==> src/rtl/slow_tick_pkg.sv <==
package slow_tick_pkg;
  localparam int unsigned AW = 8;
  localparam int unsigned DW = 32;
  localparam logic [15:0] CTRL_KEY = 16'h16AA;

  localparam logic [AW-1:0] ADDR_CTRL  = 8'h00;
  localparam logic [AW-1:0] ADDR_STAT  = 8'h04;
  localparam logic [AW-1:0] ADDR_PRESC = 8'h08;
  localparam logic [AW-1:0] ADDR_WIN   = 8'h0C;
  localparam logic [AW-1:0] ADDR_GATE  = 8'h60;

  localparam int unsigned SRC_BIT = 0;
  localparam int unsigned XEN_BIT = 4;
  localparam int unsigned BYP_BIT = 15;

  typedef struct packed {
    logic bypass;
    logic xtal_en;
    logic src_ext;
  } ctrl_t;
endpackage

==> src/rtl/slow_tick_regs.sv <==
module slow_tick_regs
  import slow_tick_pkg::*;
#(
  parameter int unsigned DIV_W = 5,
  parameter int unsigned WIN_W = 16
) (
  input  logic             clk_i,
  input  logic             rst_ni,
  input  logic             wr_en_i,
  input  logic [AW-1:0]    addr_i,
  input  logic [DW-1:0]    wdata_i,
  input  logic             fall_i,
  output ctrl_t            ctrl_o,
  output logic [DIV_W-1:0] presc_o,
  output logic [WIN_W-1:0] window_o,
  output logic             gate_o,
  output logic             ctrl_wr_o,
  output logic             presc_wr_o,
  output logic [DW-1:0]    rdata_o
);
  ctrl_t            ctrl_q;
  logic [DIV_W-1:0] presc_q;
  logic [WIN_W-1:0] window_q;
  logic             gate_q;

  assign ctrl_wr_o  = wr_en_i && addr_i == ADDR_CTRL && wdata_i[31:16] == CTRL_KEY;
  assign presc_wr_o = wr_en_i && addr_i == ADDR_PRESC;

  always_ff @(posedge clk_i or negedge rst_ni) begin
    if (!rst_ni) begin
      ctrl_q   <= '0;
      presc_q  <= '0;
      window_q <= '0;
      gate_q   <= 1'b0;
    end else begin
      if (ctrl_wr_o) begin
        ctrl_q.src_ext <= wdata_i[SRC_BIT];
        ctrl_q.xtal_en <= wdata_i[XEN_BIT];
        ctrl_q.bypass  <= wdata_i[BYP_BIT];
      end
      if (presc_wr_o) presc_q <= wdata_i[DIV_W-1:0];
      if (wr_en_i && addr_i == ADDR_WIN) window_q <= wdata_i[WIN_W-1:0];
      if (wr_en_i && addr_i == ADDR_GATE) gate_q <= wdata_i[0];
    end
  end

  always_comb begin
    rdata_o = '0;
    unique case (addr_i)
      ADDR_CTRL: begin
        rdata_o[SRC_BIT] = ctrl_q.src_ext;
        rdata_o[XEN_BIT] = ctrl_q.xtal_en;
        rdata_o[BYP_BIT] = ctrl_q.bypass;
      end
      ADDR_STAT:  rdata_o[0] = fall_i;
      ADDR_PRESC: rdata_o[DIV_W-1:0] = presc_q;
      ADDR_WIN:   rdata_o[WIN_W-1:0] = window_q;
      ADDR_GATE:  rdata_o[0] = gate_q;
      default:    rdata_o = '0;
    endcase
  end

  assign ctrl_o   = ctrl_q;
  assign presc_o  = presc_q;
  assign window_o = window_q;
  assign gate_o   = gate_q;
endmodule

==> src/rtl/slow_tick_div.sv <==
module slow_tick_div #(
  parameter int unsigned CW = 5
) (
  input  logic          clk_i,
  input  logic          rst_ni,
  input  logic          restart_i,
  input  logic          tick_i,
  input  logic [CW-1:0] limit_i,
  output logic          tick_o
);
  logic [CW-1:0] cnt_q;
  logic          wrap;

  assign wrap   = cnt_q >= limit_i;
  assign tick_o = tick_i & wrap & ~restart_i;

  always_ff @(posedge clk_i or negedge rst_ni) begin
    if (!rst_ni)        cnt_q <= '0;
    else if (restart_i) cnt_q <= '0;
    else if (tick_i)    cnt_q <= wrap ? '0 : cnt_q + 1'b1;
  end
endmodule

==> src/rtl/slow_tick_fallback.sv <==
module slow_tick_fallback #(
  parameter int unsigned WIN_W = 16
) (
  input  logic             clk_i,
  input  logic             rst_ni,
  input  logic             arm_i,
  input  logic             clear_i,
  input  logic             ext_tick_i,
  input  logic [WIN_W-1:0] window_i,
  output logic             fall_o
);
  logic [WIN_W-1:0] cnt_q;
  logic             fall_q;
  logic             expire;

  assign expire = window_i != '0 && cnt_q == window_i - 1'b1;

  always_ff @(posedge clk_i or negedge rst_ni) begin
    if (!rst_ni) begin
      cnt_q  <= '0;
      fall_q <= 1'b0;
    end else if (clear_i) begin
      cnt_q  <= '0;
      fall_q <= 1'b0;
    end else if (!arm_i || ext_tick_i) begin
      cnt_q <= '0;
    end else if (!fall_q) begin
      cnt_q <= cnt_q + 1'b1;
      if (expire) fall_q <= 1'b1;
    end
  end

  assign fall_o = fall_q;
endmodule

==> src/rtl/slow_tick_sel.sv <==
module slow_tick_sel
  import slow_tick_pkg::*;
#(
  parameter int unsigned PRE_DIV = 32,
  parameter int unsigned DIV_W   = 5,
  parameter int unsigned WIN_W   = 16
) (
  input  logic          clk_i,
  input  logic          rst_ni,
  input  logic          wr_en_i,
  input  logic [AW-1:0] addr_i,
  input  logic [DW-1:0] wdata_i,
  output logic [DW-1:0] rdata_o,
  input  logic          int_tick_i,
  input  logic          ext_tick_i,
  output logic          tick_o,
  output logic          clkout_en_o,
  output logic          xtal_en_o,
  output logic          fallback_o
);
  localparam int unsigned PRE_W = (PRE_DIV > 1) ? $clog2(PRE_DIV) : 1;

  ctrl_t            ctrl;
  logic [DIV_W-1:0] presc_n;
  logic [WIN_W-1:0] window;
  logic             gate_en, ctrl_wr, presc_wr, fall;
  logic             pre_tick, int_div_tick, sel_ext, tick_q;

  slow_tick_regs #(.DIV_W(DIV_W), .WIN_W(WIN_W)) i_regs (
    .clk_i, .rst_ni, .wr_en_i, .addr_i, .wdata_i,
    .fall_i     (fall),
    .ctrl_o     (ctrl),
    .presc_o    (presc_n),
    .window_o   (window),
    .gate_o     (gate_en),
    .ctrl_wr_o  (ctrl_wr),
    .presc_wr_o (presc_wr),
    .rdata_o
  );

  generate
    if (PRE_DIV > 1) begin : g_pre
      slow_tick_div #(.CW(PRE_W)) i_pre (
        .clk_i, .rst_ni,
        .restart_i (presc_wr),
        .tick_i    (int_tick_i),
        .limit_i   (PRE_W'(PRE_DIV - 1)),
        .tick_o    (pre_tick)
      );
    end else begin : g_nopre
      assign pre_tick = int_tick_i & ~presc_wr;
    end
  endgenerate

  slow_tick_div #(.CW(DIV_W)) i_div (
    .clk_i, .rst_ni,
    .restart_i (presc_wr),
    .tick_i    (pre_tick),
    .limit_i   (presc_n),
    .tick_o    (int_div_tick)
  );

  slow_tick_fallback #(.WIN_W(WIN_W)) i_fb (
    .clk_i, .rst_ni,
    .arm_i      (ctrl.src_ext & ~ctrl.bypass),
    .clear_i    (ctrl_wr),
    .ext_tick_i,
    .window_i   (window),
    .fall_o     (fall)
  );

  assign sel_ext = ctrl.src_ext & ~fall;

  always_ff @(posedge clk_i or negedge rst_ni) begin
    if (!rst_ni) tick_q <= 1'b0;
    else         tick_q <= sel_ext ? ext_tick_i : int_div_tick;
  end

  assign tick_o      = tick_q;
  assign clkout_en_o = gate_en;
  assign xtal_en_o   = ctrl.xtal_en;
  assign fallback_o  = fall;
endmodule

==> config.mk <==
export PLATFORM = sky130hd
export DESIGN_NAME = slow_tick_sel
export DESIGN_NICKNAME = d
export VERILOG_FILES = /design/src/rtl/slow_tick_pkg.sv /design/src/rtl/slow_tick_regs.sv /design/src/rtl/slow_tick_div.sv /design/src/rtl/slow_tick_fallback.sv /design/src/rtl/slow_tick_sel.sv
export SDC_FILE = /design/constraint.sdc
export NUM_CORES = 1
export LEC_CHECK = 0
export ABC_AREA = 1
export BUFFER_PORTS_ARGS = -buffer_cell sky130_fd_sc_hd__buf_2
export CORE_MARGIN = 5
export CORE_UTILIZATION = 40
export DETAILED_ROUTE_END_ITERATION = 6
export HOLD_SLACK_MARGIN = 0.03
export PLACE_DENSITY_LB_ADDON = 0.08
export SYNTH_ARGS = -nofsm -noshare
export SYNTH_HDL_FRONTEND = slang
export SYNTH_SLANG_ARGS = --single-unit
==> constraint.sdc <==
create_clock -name clk_i -period 1.85 [get_ports clk_i]
set_input_delay 0.37 -clock clk_i [delete_from_list [all_inputs] [get_ports clk_i]]
set_output_delay 0.37 -clock clk_i [all_outputs]
set_load 0.005 [all_outputs]
==> flow_metrics.tcl <==
set metrics [dict create \
    outcome "finished clean" \
    ys_ff_latch 53 \
    powerDensity_mw_per_mm2 610 \
    whs_endpoint "i_regs.presc_o[3]$_DFFE_PN0P_" \
    arrival_ns 1.38 \
    path_buf_inv 4 \
    netSwitchingPower_uw 840 \
    diodes 0 \
    nets 667 \
    holdPathStages 3 \
    holdCritPathClass "input port to flop" \
    synth_area_mm2 0.00378 \
    crit_type "input port to output pin" \
    routed_wl_um 9550 \
    ir_drop_v 0.000409 \
    place_congestion 0.847 \
    die_h_um 107 \
    vias 3417 \
    power_switching_share_pct 30.9 \
    grt_pass1_wl_um 15800 \
    route.detailed.drc 0 \
    ys_warn_count 0 \
    startpoint_type "input port" \
    grt_max_degree 54 \
    cts_max_level 2 \
    min_from "wdata_i[3]" \
    fp.coreArea_mm2 0.00924 \
    maxSlewViolCount 0 \
    die_x_um 107 \
    die-area_mm2 0.0115 \
    final_antenna_net_count 0 \
    seq_power_share_pct 49.3 \
    design_area_mm2 0.00446 \
    clock_path_buffers 2 \
    worst_clock_skew_ns 0.0137 \
    rr_worst_depth 10 \
    grt_pass1_vias 3289 \
    fin_total_pwr_mw 2.72 \
    grt-ovfl-total 0 \
    port_buffers 64 \
    crit_slowest_cell "buf_2" \
    max_cap_violations 0 \
    setup_viol 0 \
    post_drt_wl_per_cell_um 12.9 \
    syn_to_final_growth_pct 18.1 \
    comb_power_share_pct 19.3 \
    fillers 922 \
    p_clk_share_pct 31.4 \
    cts_tree "done" \
    clock_sinks 53 \
    leakagePower_nw 2.29 \
    drt-pass1-iter-count 5 \
    r2r_start "i_regs.window_o[1]$_DFFE_PN0P_" \
    drt_iter0_drc 180 \
    worst_ep_required_time_ns 1.48 \
    insertion_delay_ns 0.32 \
    r2r_slack_ns 0.14 \
    synth-seq-area-share_pct 35.1 \
    end_kind "output pin" \
    rsz0062_at_grt "yes" \
    dp.final_hpwl_um 7520 \
    crit_path_cell_trace "buf_2 -> nor2_4 -> inv_2 -> nor3_4 -> buf_4 -> nand2_1 -> nand3_1 -> nand2_1 -> o311ai_1 -> buf_2" \
    drive_gt1_share_pct 23.0 \
    std_cell_rows 35 \
    hold_violations 0 \
    viasPerCell 4.61 \
    antenna_found_initial 0 \
    io_pins 81 \
    start_util_pct 40.9 \
    netlist-cell-type-count 37 \
    post_dp_cell_area_mm2 0.00429 \
    grt_use_total_pct 17.1 \
    rr_endpoint "i_fb.fall_o$_DFFE_PN0P_" \
    clockRootBuffer "clkbuf_8" \
    max_stage_delay_ns 0.17 \
    fmax_ghz 0.572 \
    path_delay_family "buffers and inverters" \
    fin_crit_ns 1.75 \
    numCtsBuffers 5 \
    p_int_mw 1.88 \
    worstPathMaxFanout 3 \
    avgSynthCellArea_um2 7.12 \
    layout_worst_path_cycle_share_pct 94.6 \
    clkTransAtPathRegs_ns 0.11 \
    syn_inst 531 \
]
==> synthesized netlist by cell type <==
cell	n	area [µm²]
nand2_1	122	458
inv_1	74	278
nor2_1	62	233
dfrtp_1	53	1330
nand3_1	30	150
a21oi_1	24	120
o21ai_0	19	95.1
buf_4	16	120
xor2_1	15	131
nand4_1	14	87.6
inv_2	13	48.8
ha_1	11	138
nor3_1	9	45.0
nor2_2	8	50.1
nor2_4	8	90.1
nand2_2	6	37.5
o22ai_1	6	37.5
xnor2_1	6	52.6
nor3_2	5	50.1
o21ai_1	5	25.0
clkbuf_1	4	15.0
a21oi_2	2	17.5
and3_1	2	12.5
buf_2	2	10.0
nand3_2	2	20.0
o21bai_2	2	22.5
buf_6	1	11.3
clkinv_1	1	3.75
conb_1	1	3.75
nand2_4	1	11.3
nand4_2	1	12.5
nor3_4	1	16.3
nor3b_4	1	18.8
nor4_1	1	6.26
o21bai_1	1	7.51
o221ai_1	1	8.76
o311ai_0	1	8.76
==> area by class of cell <==
| class | count | area [µm²] | share of cell area (%) |
|---|---|---|---|
| clock inverters | 3 | 50.0 | 1.12 |
| flip-flops and latches | 53 | 1330 | 29.7 |
| multi-input cells | 382 | 2050 | 45.9 |
| well taps | 129 | 161 | 3.62 |
| clock buffers | 5 | 68.8 | 1.54 |
| repair buffers | 81 | 475 | 10.7 |
| inverters | 88 | 330 | 7.40 |
==> tightest hold or removal path: cells and delay by family <==
kind / cells / cell delay, ns
buf+inv: 1 / 0.09
simple gates: 1 / 0.04
compound gates: 1 / 0.05
==> power by group through the flow <==
| stage | Combinational [mW] | Sequential, mW | Clock [mW] |
|---|---|---|---|
| 2_1_floorplan | 0.377 | 1.34 | 0 |
| 3_3_place_gp | 0.510 | 1.36 | 0 |
| 3_5_place_dp | 0.522 | 1.36 | 0 |
| 4_1_cts | 0.525 | 1.34 | 0.898 |
| 5_1_grt | 0.612 | 1.36 | 0.941 |
| 6_report | 0.525 | 1.34 | 0.855 |
==> what timing repair did <==
action / CTS / global route
buffers inserted: 0 / 2
hold endpoints to repair: 0 / 6
hold buffers: 0 / 1
setup endpoints to repair: 0 / 18
resized for setup: 0 / 7
==> per-layer routing <==
layer | track usage (%) | part of all wire, % | vias to the layer above
met1 | 24.0 | 49 | 1533
met4 | 2.92 | 0.43 | 0
met5 | 0 | 0 | -
met3 | 3.43 | 6.1 | 2
li1 | - | - | 1798
met2 | 27.6 | 45 | 84
==> sequential cells by signal, indices dropped and copies added, names as in the netlist <==
| register | flops |
|---|---|
| i_regs.presc_o | 5 |
| i_regs.window_o | 16 |
| i_regs.ctrl_o | 3 |
| g_pre.i_pre.cnt_q | 5 |
| i_div.cnt_q | 5 |
| i_fb.fall_o | 1 |
| i_regs.gate_o | 1 |
| i_fb.cnt_q | 16 |
| tick_o | 1 |
==> worst max path at each step <==
stage	startpoint	endpoint	depth (start not counted)
5_1_grt	addr_i[1]	rdata_o[0]	10
3_3_place_gp	addr_i[1]	rdata_o[5]	8
3_5_place_dp	addr_i[1]	rdata_o[6]	8
4_1_cts	addr_i[1]	rdata_o[6]	8
6_report	addr_i[1]	rdata_o[0]	10
2_1_floorplan	g_pre.i_pre.cnt_q[0]$_DFFE_PN0P_	i_div.cnt_q[1]$_DFFE_PN0P_	11
==> cell families (layout without fill, tap and decap cells) <==
| kind of cell | Yosys count | after routing | share of synthesized area (%) |
|---|---|---|---|
| other | 1 | 16 | 0.0992 |
| AND/OR/NAND/NOR | 273 | 273 | 34.4 |
| AO/OA/AOI/OAI | 61 | 61 | 9.07 |
| XOR/XNOR | 21 | 21 | 4.87 |
| buffers and inverters | 111 | 177 | 12.9 |
| adder cells (fa/ha/maj) | 11 | 11 | 3.64 |
| flip-flops | 53 | 53 | 35.1 |
==> cells in the final DEF (no fill, tap or decap), types with 2 or more instances in the layout <==
cell	count
nand3_1	30
dfrtp_1	52
nand4_1	14
nor2_2	7
nand2_2	7
buf_2	64
nor3_4	2
inv_2	13
ha_1	10
buf_4	14
a21oi_1	24
nor3_1	9
o21ai_1	5
nor2_4	9
xnor2_1	6
nand2_1	121
nor2_1	62
o21ai_0	19
and3_1	2
buf_12	2
clkbuf_8	5
o22ai_1	6
nand3_2	2
nor3_2	4
xor2_1	15
o21bai_2	2
a21oi_2	2
conb_1	16
inv_1	74
==> per-stage QoR <==
step | TNS [ns] | hold WS [ns] | setup WS, ns | std cells | utilization, %
after floorplan | 0 | 0.0744 | 0.194 | 546 | -
after global placement | 0 | 0.391 | 0.0551 | 730 | 46.4
after detailed placement | 0 | 0.394 | 0.0257 | 730 | 46.4
after CTS | 0 | 0.0304 | 0.0249 | 738 | 47.7
after global routing | -0.170 | 0.245 | -0.0447 | 741 | 48.3
final | 0 | 0.267 | 0.100 | 741 | 48.3
Note: power is estimated with default switching activity, not from simulation.
